==> config.mk <==
export PLATFORM = sky130hd
export DESIGN_NAME = dbuf_dma_chan
export DESIGN_NICKNAME = d
export VERILOG_FILES = /design/src/rtl/dbuf_dma_pkg.sv /design/src/rtl/dbuf_dma_slot.sv /design/src/rtl/dbuf_dma_ctl.sv /design/src/rtl/dbuf_dma_chan.sv
export SDC_FILE = /design/constraint.sdc
export NUM_CORES = 1
export LEC_CHECK = 0
export BUFFER_PORTS_ARGS = -buffer_cell sky130_fd_sc_hd__buf_2
export CORE_MARGIN = 2
export CORE_UTILIZATION = 35
export CTS_CLUSTER_SIZE = 12
export DETAILED_ROUTE_END_ITERATION = 10
export PLACE_DENSITY_LB_ADDON = 0.3
export SETUP_SLACK_MARGIN = 0.2
export SYNTH_ARGS = -nofsm -noshare
export SYNTH_HDL_FRONTEND = slang
export SYNTH_SLANG_ARGS = --single-unit
==> constraint.sdc <==
create_clock -name clk_i -period 3.9 [get_ports clk_i]
set_input_delay 0.78 -clock clk_i [delete_from_list [all_inputs] [get_ports clk_i]]
set_output_delay 0.78 -clock clk_i [all_outputs]
set_load 0.05 [all_outputs]
==> src/rtl/dbuf_dma_pkg.sv <==
package dbuf_dma_pkg;
  localparam logic [2:0] REG_DEV   = 3'd0;
  localparam logic [2:0] REG_SET   = 3'd1;
  localparam logic [2:0] REG_CLR   = 3'd2;
  localparam logic [2:0] REG_STAT  = 3'd3;
  localparam logic [2:0] REG_A_ADR = 3'd4;
  localparam logic [2:0] REG_A_CNT = 3'd5;

  localparam int unsigned ST_RUN    = 0;
  localparam int unsigned ST_IE     = 1;
  localparam int unsigned ST_ERR    = 2;
  localparam int unsigned ST_DONE_A = 3;
  localparam int unsigned ST_STRT_A = 4;
  localparam int unsigned ST_DONE_B = 5;
  localparam int unsigned ST_STRT_B = 6;
  localparam int unsigned ST_BIU    = 7;

  localparam int unsigned DEV_DIR  = 0;
  localparam int unsigned DEV_WIDE = 3;

  function automatic int unsigned strt_idx(logic slot);
    return slot ? ST_STRT_B : ST_STRT_A;
  endfunction

  function automatic int unsigned done_idx(logic slot);
    return slot ? ST_DONE_B : ST_DONE_A;
  endfunction
endpackage

==> src/rtl/dbuf_dma_slot.sv <==
module dbuf_dma_slot #(
  parameter int unsigned AW = 32,
  parameter int unsigned CW = 13
) (
  input  logic          clk_i,
  input  logic          rst_ni,
  input  logic          wr_base_i,
  input  logic          wr_cnt_i,
  input  logic [AW-1:0] wdata_i,
  input  logic          step_i,
  input  logic [1:0]    step_sz_i,
  output logic [AW-1:0] addr_o,
  output logic [CW-1:0] cnt_o,
  output logic          misaligned_o,
  output logic          empty_o,
  output logic          last_o
);
  logic [AW-1:0] base_q, off_q;
  logic [CW-1:0] cnt_q;

  always_ff @(posedge clk_i or negedge rst_ni) begin
    if (!rst_ni) begin
      base_q <= '0;
      off_q  <= '0;
    end else if (wr_base_i) begin
      base_q <= wdata_i;
      off_q  <= '0;
    end else if (step_i) begin
      off_q <= off_q + AW'(step_sz_i);
    end
  end

  always_ff @(posedge clk_i or negedge rst_ni) begin
    if (!rst_ni) cnt_q <= '0;
    else if (wr_cnt_i) cnt_q <= wdata_i[CW-1:0];
    else if (step_i) cnt_q <= last_o ? '0 : cnt_q - CW'(step_sz_i);
  end

  assign addr_o       = base_q + off_q;
  assign cnt_o        = cnt_q;
  assign misaligned_o = |base_q[1:0];
  assign empty_o      = (cnt_q == '0);
  assign last_o       = (cnt_q <= CW'(step_sz_i));
endmodule

==> src/rtl/dbuf_dma_ctl.sv <==
module dbuf_dma_ctl
  import dbuf_dma_pkg::*;
(
  input  logic       clk_i,
  input  logic       rst_ni,
  input  logic [6:0] sw_set_i,
  input  logic [6:0] sw_clr_i,
  input  logic       fault_i,
  input  logic       done_i,
  output logic [7:0] stat_o
);
  logic [7:0] stat_q, stat_d;
  logic       act;

  assign act = stat_q[ST_BIU];

  always_comb begin
    stat_d = stat_q;
    if (fault_i) begin
      stat_d[ST_ERR] = 1'b1;
      stat_d[ST_RUN] = 1'b0;
    end
    if (done_i) begin
      stat_d[done_idx(act)] = 1'b1;
      stat_d[strt_idx(act)] = 1'b0;
      if (stat_q[strt_idx(!act)]) stat_d[ST_BIU] = !act;
    end
    // software last: set then clear, active-slot bit is hardware-owned
    stat_d[6:0] = (stat_d[6:0] | sw_set_i) & ~sw_clr_i;
  end

  always_ff @(posedge clk_i or negedge rst_ni) begin
    if (!rst_ni) stat_q <= '0;
    else stat_q <= stat_d;
  end

  assign stat_o = stat_q;
endmodule

==> src/rtl/dbuf_dma_chan.sv <==
module dbuf_dma_chan
  import dbuf_dma_pkg::*;
#(
  parameter int unsigned AW    = 32,
  parameter int unsigned CW    = 13,
  parameter int unsigned OFS_W = 5
) (
  input  logic             clk_i,
  input  logic             rst_ni,
  input  logic             bus_sel_i,
  input  logic             bus_we_i,
  input  logic [OFS_W-1:0] bus_addr_i,
  input  logic [31:0]      bus_wdata_i,
  output logic [31:0]      bus_rdata_o,
  output logic             mem_req_o,
  input  logic             mem_ack_i,
  output logic [AW-1:0]    mem_addr_o,
  output logic             mem_we_o,
  output logic             irq_o
);
  localparam int unsigned NSLOT = 2;

  logic [2:0]    reg_idx;
  logic          acc, wr_en;
  logic [31:0]   dev_q;
  logic [7:0]    stat;
  logic [1:0]    step_sz;
  logic          act, strt_act, fault, step, done_ev;
  logic [CW-1:0] act_cnt;

  logic [AW-1:0] slot_addr  [NSLOT];
  logic [CW-1:0] slot_cnt   [NSLOT];
  logic          slot_mis   [NSLOT];
  logic          slot_empty [NSLOT];
  logic          slot_last  [NSLOT];

  assign reg_idx = bus_addr_i[4:2];
  assign acc     = bus_sel_i && (bus_addr_i[1:0] == 2'b00);
  assign wr_en   = acc && bus_we_i;

  always_ff @(posedge clk_i or negedge rst_ni) begin
    if (!rst_ni) dev_q <= '0;
    else if (wr_en && reg_idx == REG_DEV) dev_q <= bus_wdata_i;
  end

  assign step_sz  = dev_q[DEV_WIDE] ? 2'd2 : 2'd1;
  assign act      = stat[ST_BIU];
  assign strt_act = stat[strt_idx(act)];
  assign act_cnt  = slot_cnt[act];
  assign fault    = stat[ST_RUN] && strt_act && (slot_mis[act] || slot_empty[act]);
  assign mem_req_o = stat[ST_RUN] && strt_act && !slot_mis[act] && !slot_empty[act];
  assign step     = mem_req_o && mem_ack_i;
  assign done_ev  = step && slot_last[act];

  for (genvar i = 0; i < NSLOT; i++) begin : g_slot
    localparam logic [2:0] ADR_IDX = REG_A_ADR + 3'(2 * i);
    localparam logic [2:0] CNT_IDX = REG_A_CNT + 3'(2 * i);
    dbuf_dma_slot #(.AW(AW), .CW(CW)) u_slot (
      .clk_i       (clk_i),
      .rst_ni      (rst_ni),
      .wr_base_i   (wr_en && reg_idx == ADR_IDX),
      .wr_cnt_i    (wr_en && reg_idx == CNT_IDX),
      .wdata_i     (bus_wdata_i[AW-1:0]),
      .step_i      (step && (act == 1'(i))),
      .step_sz_i   (step_sz),
      .addr_o      (slot_addr[i]),
      .cnt_o       (slot_cnt[i]),
      .misaligned_o(slot_mis[i]),
      .empty_o     (slot_empty[i]),
      .last_o      (slot_last[i])
    );
  end

  dbuf_dma_ctl u_ctl (
    .clk_i   (clk_i),
    .rst_ni  (rst_ni),
    .sw_set_i((wr_en && reg_idx == REG_SET) ? bus_wdata_i[6:0] : 7'd0),
    .sw_clr_i((wr_en && reg_idx == REG_CLR) ? bus_wdata_i[6:0] : 7'd0),
    .fault_i (fault),
    .done_i  (done_ev),
    .stat_o  (stat)
  );

  always_comb begin
    bus_rdata_o = '0;
    if (acc) begin
      case (reg_idx)
        REG_DEV:   bus_rdata_o = dev_q;
        REG_STAT:  bus_rdata_o = 32'(stat);
        3'd4:      bus_rdata_o = 32'(slot_addr[0]);
        3'd5:      bus_rdata_o = 32'(slot_cnt[0]);
        3'd6:      bus_rdata_o = 32'(slot_addr[1]);
        3'd7:      bus_rdata_o = 32'(slot_cnt[1]);
        default:   bus_rdata_o = '0;
      endcase
    end
  end

  assign mem_addr_o = slot_addr[act];
  assign mem_we_o   = dev_q[DEV_DIR];
  assign irq_o      = stat[ST_IE] && (stat[ST_ERR] || stat[ST_DONE_A] || stat[ST_DONE_B]);
endmodule

==> results of run 1 <==
[per-layer routing]
metal | vias to the layer above | GRT usage
li1 | 6450 | -
met1 | 6807 | 0.335
met2 | 524 | 0.411
met3 | 105 | 0.0510
met4 | 0 | 0.0855
met5 | - | 0
[cell usage after synthesis (15+ instances only)]
cell type	count
dfrtp_1	194
xnor2_1	51
xor2_1	52
nand4_1	21
o21ai_0	105
a221oi_1	15
mux2i_1	15
and2_1	19
and3_1	23
ha_1	70
a211oi_1	15
nor3_1	38
nand3_1	44
clkbuf_1	57
a22oi_1	23
nor2_1	154
a21oi_1	127
mux2_2	49
inv_1	40
nand2_1	330
a21o_1	21
or3_1	21
[timing repair]
action                                 4_1_cts  5_1_grt
resized for setup                          274      146
pin swaps                                   76       94
setup endpoints to repair                   52       53
endpoints found under the hold margin        0        0
setup buffers                               35       29
[layout by cell type, fill, tap and decap left out, types with 18 or more instances in the layout]
cell / synthesis / routed
o21ai_1: 1 / 18
ha_4: 0 / 22
buf_6: 1 / 68
a21o_1: 21 / 21
nand4_1: 21 / 21
xnor2_1: 51 / 32
buf_4: 1 / 155
xor2_1: 52 / 43
a21oi_1: 127 / 96
ha_1: 70 / 41
nand2_1: 330 / 318
a22oi_1: 23 / 21
and3_1: 23 / 22
inv_1: 40 / 39
o21ai_0: 105 / 69
or3_1: 21 / 20
nand3_1: 44 / 39
nor3_1: 38 / 34
buf_2: 5 / 53
mux2_2: 49 / 44
nor2_1: 154 / 144
dfrtp_1: 194 / 186
a21oi_2: 0 / 24
[worst paths after layout]
path | from | to | slack (ns) | depth (start not counted)
min in group clk_i | g_slot[0].u_slot.base_q[26] | g_slot[0].u_slot.base_q[26] | 0.48 | 2
max reg2reg | u_ctl.stat_o[7] | g_slot[1].u_slot.off_q[31] | 0.69 | 7
max in group asynchronous | rst_ni | dev_q[11] | 2.50 | 2
min | rst_ni | g_slot[1].u_slot.off_q[20] | 0.36 | 1
max | g_slot[1].u_slot.off_q[12] | bus_rdata_o[30] | -0.29 | 12
min reg2reg | g_slot[0].u_slot.base_q[26] | g_slot[0].u_slot.base_q[26] | 0.48 | 2
[area by class of cell]
class / count / area (µm²) / share of cell area
multi-input cells: 1375 / 10100 / 0.538
flip-flops and latches: 194 / 4860 / 0.260
repair buffers: 290 / 2420 / 0.129
well taps: 518 / 648 / 0.0347
clock buffers: 20 / 447 / 0.0239
inverters: 42 / 160 / 0.00857
clock inverters: 12 / 101 / 0.00542
[per-stage QoR]
| step | cell area (µm²) | setup slack (ns) | setup TNS [ns] |
|---|---|---|---|
| 2_1_floorplan | 13900 | 0.106 | 0 |
| 3_3_place_gp | 15700 | -0.0221 | -0.0221 |
| 3_5_place_dp | 15700 | -0.0670 | -0.107 |
| 4_1_cts | 17700 | -0.313 | -3.60 |
| 5_1_grt | 18700 | -0.398 | -8.73 |
| 6_report | 18700 | -0.286 | -3.60 |
[where the power goes]
part,switching [µW],internal (µW)
clock,887,848
combinational,1160,757
sequential,214,2210
total,2270,3820
[worst reg2reg max path, cell delays in order, from the launching register on]
cell       delay [ns]
dfrtp_1          0.66
mux2_2           0.29
nand3_1          0.24
a311o_1          0.49
a2111oi_4        0.72
nand2_2          0.20
or3_1            0.39
a21oi_1          0.14
[logic make-up after synthesis]
family	after synthesis	share of synthesized area
AO/OA/AOI/OAI	420	0.194
adder cells (fa/ha/maj)	76	0.0721
buffers and inverters	118	0.0333
multiplexers	64	0.0508
flip-flops	194	0.352
XOR/XNOR	103	0.0653
AND/OR/NAND/NOR	712	0.233
[state kept, by name, summed over array words and instances (netlist names)]
register / flops
u_ctl.stat_o: 8
g_slot.u_slot.base_q: 64
g_slot.u_slot.off_q: 64
g_slot.u_slot.cnt_o: 26
dev_q: 32
==> impl_results.md, run 1 <==
* Hold buffers post-CTS at 0
* Core Box Area at 0.0388 mm²
* Port-buffer cells at 108
* Layout Nets at 2,038
* Worst path max stage delay at 0.52 ns
* Yosys top cell area share at 0.352
* Worst Setup Path Type: flip-flop to output pin
* Die X-Extent at 203 µm
* Cts bufs inserted at 17
* Clk pin slew, worst setup/hold paths at 0.08 ns
* RSZ-0062 raised after global routing: yes
* Leak pwr at 0.00861 µW
* Crit path DAT at 3.41 ns
* Clock Path Buffers at 2
* Fin util at 0.481
* Achievable frequency at 239 MHz
* Largest net degree at the start of global routing at 82
* Starting Density at 0.356
* Final Setup Violations at 32
* Hold Vio Cnt, Final at 0
* Leading area contributor after synthesis: dfrtp_1
* Slew margin rel. at 0.431
* CTS tree: built
* Top cells by area, synth: dfrtp_1 (35%), nand2_1 (9.0%), ha_1 (6.3%)
* WP data required at 3.12 ns
* Final period utilization at 1.07
* Crit-path max FO at 6
* Worst setup margin at -0.286 ns
* Max IR drop VDD at 0.000290 V
* Total GRT Usage at 0.253
* Post-synth ARST share at 1.00
* Routed vias at 13,886
* Share of layout cells above drive strength 1 at 0.310
* Crit. End Element: output pin
* Drt first pass iters at 5
* IO Pins at 109
* P&R area growth vs syn at 35.3%
* Cell mode on critical path: buf_4
* Avg Vias per Cell at 5.67
* Failing checks: setup timing
* P per Cell Area at 325 mW/mm²
* Worst Clk Skew at 0.0105 ns
* Syn_nets at 1,805
* Status: complete, but fails checks
* Drt initial violations at 960
* Num rows at 72
* DR WL/cell at 21.4 µm
* Worst-Skew Late Latency at 0.47 ns
* Measured slew at the worst slew-check pin at 0.845 ns
* Largest delay share family, worst path: simple AND/OR/NAND/NOR gates
* N_diodes at 0
* Register area share after synthesis at 0.352
* Slowest CP cell: or4_4
* Fin cells at 2,451
* WL met2 at 24,300 µm
* Drc violations at 0
* Vias in the first global route at 13,676
* Die area at 0.0411 mm²
* Tot Pwr at 6080 µW
* Highest metal layer with signal wires: met4
* Cell Area, Synth at 0.0138 mm²
* HPWL Detailed at 37,800 µm
* Fillers at 3,662
* RD Place Congestion at 0.967
* CP Launch Type: flip-flop
* Main synth FF type: dfrtp_1
* ANT nets after route at 0
* CTS Sinks at 194
* Synthesis Warnings at 0
* EDFF count, synth at 0
* Hold WC Path Type: primary input to async pin
* Global-route wire length before repair at 79,400 µm
* Hold WS at 0.361 ns
* Wirelength, routed at 52,500 µm
* Maxcap violations at 0
* Final min period at 4.19 ns
* Synthesized area per cell at 8.19 µm²
* Crit path cell chain: ha_4, nand4_1, nor3_1, a211oi_1, buf_4, o31a_1, o21ai_2, a311oi_2, buf_4, or4_4, nand3_4, buf_8
* DR WL met3 at 3860 µm
* Crit path buf inv count at 3
* Initial antenna violation count at 0
* Register bit total from synthesis at 194
* Final Max Slew Viols at 0
* Yosys cell types at 76
* Clk root buf: clkbuf_16
* Mapped Cells at 1,687
* M1 wire length at 22,600 µm
* Die height at 203 µm
* Cells after DPL at 2,355
* H-tree depth at 4
* Grt ovf at 0
Power figures use the tool's default switching activity.
==> inputs of run 2 (changes only) <==
--- a/config.mk
+++ b/config.mk
@@ -6,12 +6,13 @@
 export NUM_CORES = 1
 export LEC_CHECK = 0
 export BUFFER_PORTS_ARGS = -buffer_cell sky130_fd_sc_hd__buf_2
+export CORE_ASPECT_RATIO = 0.7
 export CORE_MARGIN = 2
 export CORE_UTILIZATION = 35
 export CTS_CLUSTER_SIZE = 12
 export DETAILED_ROUTE_END_ITERATION = 10
 export PLACE_DENSITY_LB_ADDON = 0.3
-export SETUP_SLACK_MARGIN = 0.2
+export SETUP_SLACK_MARGIN = 0.15
 export SYNTH_ARGS = -nofsm -noshare
 export SYNTH_HDL_FRONTEND = slang
 export SYNTH_SLANG_ARGS = --single-unit
==> run 2 against run 1 <==
Net effect: the flow still finishes with violations (setup timing); routed wire length is 0.59% lower; highest routed layer unchanged; die area hardly changed; setup slack better by 0.044 ns; sequential share of layout area is 0.60 points higher; critical endpoint is now mem_addr_o[28]; power is 1.5% higher; critical path type unchanged; global-route usage is 0.29 points lower; register-to-register slack worse by 0.11 ns; maximum frequency is 1.1% higher.
==> impl_results.md, run 2 (synthesized netlist as in run 1, its figures left out) <==
* Global-route wire length before repair at 77,100 µm (-2.9%)
* Avg Vias per Cell at 5.66 (about the same)
* RSZ-0062 raised after global routing: yes
* Vias in the first global route at 12,805 (-6.4%)
* Final period utilization at 1.06 (-0.0113)
* Share of layout cells above drive strength 1 at 0.301 (-0.00971)
* Crit. End Element: output pin
* Clock Path Buffers at 2 (unchanged)
* Crit-path max FO at 4 (-2)
* IO Pins at 109 (unchanged)
* Die height at 170 µm (-16%)
* Setup WS pre-CTS at -0.0147 ns (+0.0523 ns)
* Port-buffer cells at 108 (unchanged)
* Die area at 0.0411 mm² (about the same)
* Cts bufs inserted at 17 (unchanged)
* Final min period at 4.14 ns (-0.0442 ns)
* Layout Nets at 1,995 (-2.1%)
* Worst Clk Skew at 0.0134 ns (+0.00281 ns)
* HPWL Detailed at 37,500 µm (-0.76%)
* Total GRT Usage at 0.250 (-0.00294)
* Drt initial violations at 1,513 (+58%)
* P per Cell Area at 337 mW/mm² (+3.6%)
* CP Launch Type: flip-flop
* CTS Sinks at 194 (unchanged)
* Regs by FF count: g_slot.u_slot.base_q: 64 flops, g_slot.u_slot.off_q: 64 flops, dev_q: 32 flops
* Slew margin rel. at 0.466 (+0.0347)
* Grt ovf at 0 (unchanged)
* Drc violations at 0 (unchanged)
* Failing checks: setup timing
* Status: complete, but fails checks
* Worst-Skew Late Latency at 0.47 ns (about the same)
* Max IR drop VDD at 0.000339 V (+17%)
* Die X-Extent at 241 µm (+19%)
* Starting Density at 0.357 (+0.00152)
* Commonest non-fill, non-tap cells in the layout: nand2_1 (319), dfrtp_1 (180), nor2_1 (147)
* Achievable frequency at 241 MHz (+1.1%)
* Post-route cell area at 0.0183 mm² (-2.1%)
* Hold WC Path Type: primary input to async pin
* Hold Vio Cnt, Final at 0 (unchanged)
* Most common cell after layout, fill and taps aside: nand2_1
* Clk root buf: clkbuf_16
* Largest net degree at the start of global routing at 93 (+13%)
* H-tree depth at 4 (unchanged)
* Leak pwr at 0.00827 µW (-4.0%)
* Clk pin slew, worst setup/hold paths at 0.08 ns (about the same)
* CTS tree: built
* DR WL/cell at 21.6 µm (+0.81%)
* RD Place Congestion at 1.03 (+6.3%)
* Initial antenna violation count at 0 (unchanged)
* Hold buffers post-CTS at 0 (unchanged)
* Core Box Area at 0.0387 mm² (-0.43%)
* Worst Setup Path Type: flip-flop to output pin
* Measured slew at the worst slew-check pin at 0.801 ns (-0.0443 ns)
* Num rows at 60 (-17%)
* Routed vias at 13,689 (-1.4%)
* Fillers at 3,536 (-3.4%)
* Final Max Slew Viols at 0 (unchanged)
* ANT nets after route at 0 (unchanged)
* Drt first pass iters at 6 (+1)
* Crit path DAT at 3.36 ns (-0.05 ns)
* Worst setup margin at -0.242 ns (+0.0442 ns)
* Final Setup Violations at 29 (-9.4%)
* DP Area at 0.0154 mm² (-2.2%)
* Maxcap violations at 0 (unchanged)
* WP data required at 3.12 ns (about the same)
* P&R area growth vs syn at 32.5%
* Wirelength, routed at 52,200 µm (-0.59%)
==> run 2: timing repair <==
action | in CTS | in global routing
endpoints found under the hold margin | 0 | 0
buffers inserted | 42 | 26
setup endpoints to repair | 51 | 52
resized for setup | 279 | 139
pin swaps | 71 | 66
==> run 2: cell type report <==
| class | instances | area [µm²] | share of cell area |
|---|---|---|---|
| Sequential cell | 194 | 4870 | 0.266 |
| Multi-Input combinational cell | 1375 | 10000 | 0.547 |
| Inverter | 42 | 160 | 0.00875 |
| Antenna cell | 1 | 2.50 | 0.000137 |
| Timing Repair Buffer | 247 | 2040 | 0.112 |
| Clock buffer | 17 | 425 | 0.0232 |
| Clock inverter | 14 | 125 | 0.00684 |
| Tap cell | 527 | 659 | 0.0360 |
==> run 2: critical path, cell delays in order, from the launching register on <==
cell      delay (ns)
dfrtp_1         0.42
ha_4            0.18
fa_2            0.36
a211oi_2        0.23
nor2_2          0.10
a211oi_2        0.18
buf_4           0.16
o41ai_2         0.09
o31ai_1         0.28
buf_4           0.19
mux2i_4         0.26
o21ai_1         0.08
o21ai_1         0.14
buf_6           0.19
==> run 2: where the power goes <==
| part | switching, µW | internal, µW |
|---|---|---|
| logic | 1200 | 763 |
| clock network | 915 | 836 |
| registers | 242 | 2210 |
==> run 2: routing by layer <==
| layer | routed length [µm] | share of wire | GRT usage | vias to the layer above |
|---|---|---|---|---|
| met5 | 0 | 0 | 0 | - |
| met4 | 1720 | 0.033 | 0.0872 | 0 |
| met3 | 4070 | 0.078 | 0.0482 | 92 |
| met2 | 21600 | 0.41 | 0.344 | 584 |
| met1 | 24800 | 0.48 | 0.382 | 6666 |
| li1 | - | - | - | 6347 |
==> run 2: path summary, 6_finish.rpt <==
kind / depth (start not counted) / endpoint / slack, ns / startpoint
setup / recovery: 13 / mem_addr_o[28] / -0.24 / g_slot[1].u_slot.off_q[0]
hold / removal: 1 / g_slot[0].u_slot.off_q[1] / 0.41 / rst_ni
setup reg to reg: 12 / g_slot[1].u_slot.off_q[30] / 0.58 / dev_q[3]
hold reg to reg: 2 / g_slot[0].u_slot.base_q[23] / 0.49 / g_slot[0].u_slot.base_q[23]
max in group asynchronous: 2 / g_slot[1].u_slot.off_q[15] / 2.69 / rst_ni
min in group clk_i: 2 / g_slot[0].u_slot.base_q[23] / 0.49 / g_slot[0].u_slot.base_q[23]
==> run 2: per-stage QoR <==
stage | hold slack [ns] | cells | TNS [ns] | total power [µW] | util
2_1_floorplan | 0.450 | 1687 | 0 | 3460 | -
3_3_place_gp | 0.462 | 2317 | 0 | 4060 | 0.397
3_5_place_dp | 0.469 | 2317 | -0.0147 | 4080 | 0.397
4_1_cts | 0.435 | 2390 | -1.25 | 6040 | 0.452
5_1_grt | 0.464 | 2416 | -6.17 | 6430 | 0.473
6_report | 0.410 | 2417 | -2.53 | 6170 | 0.473
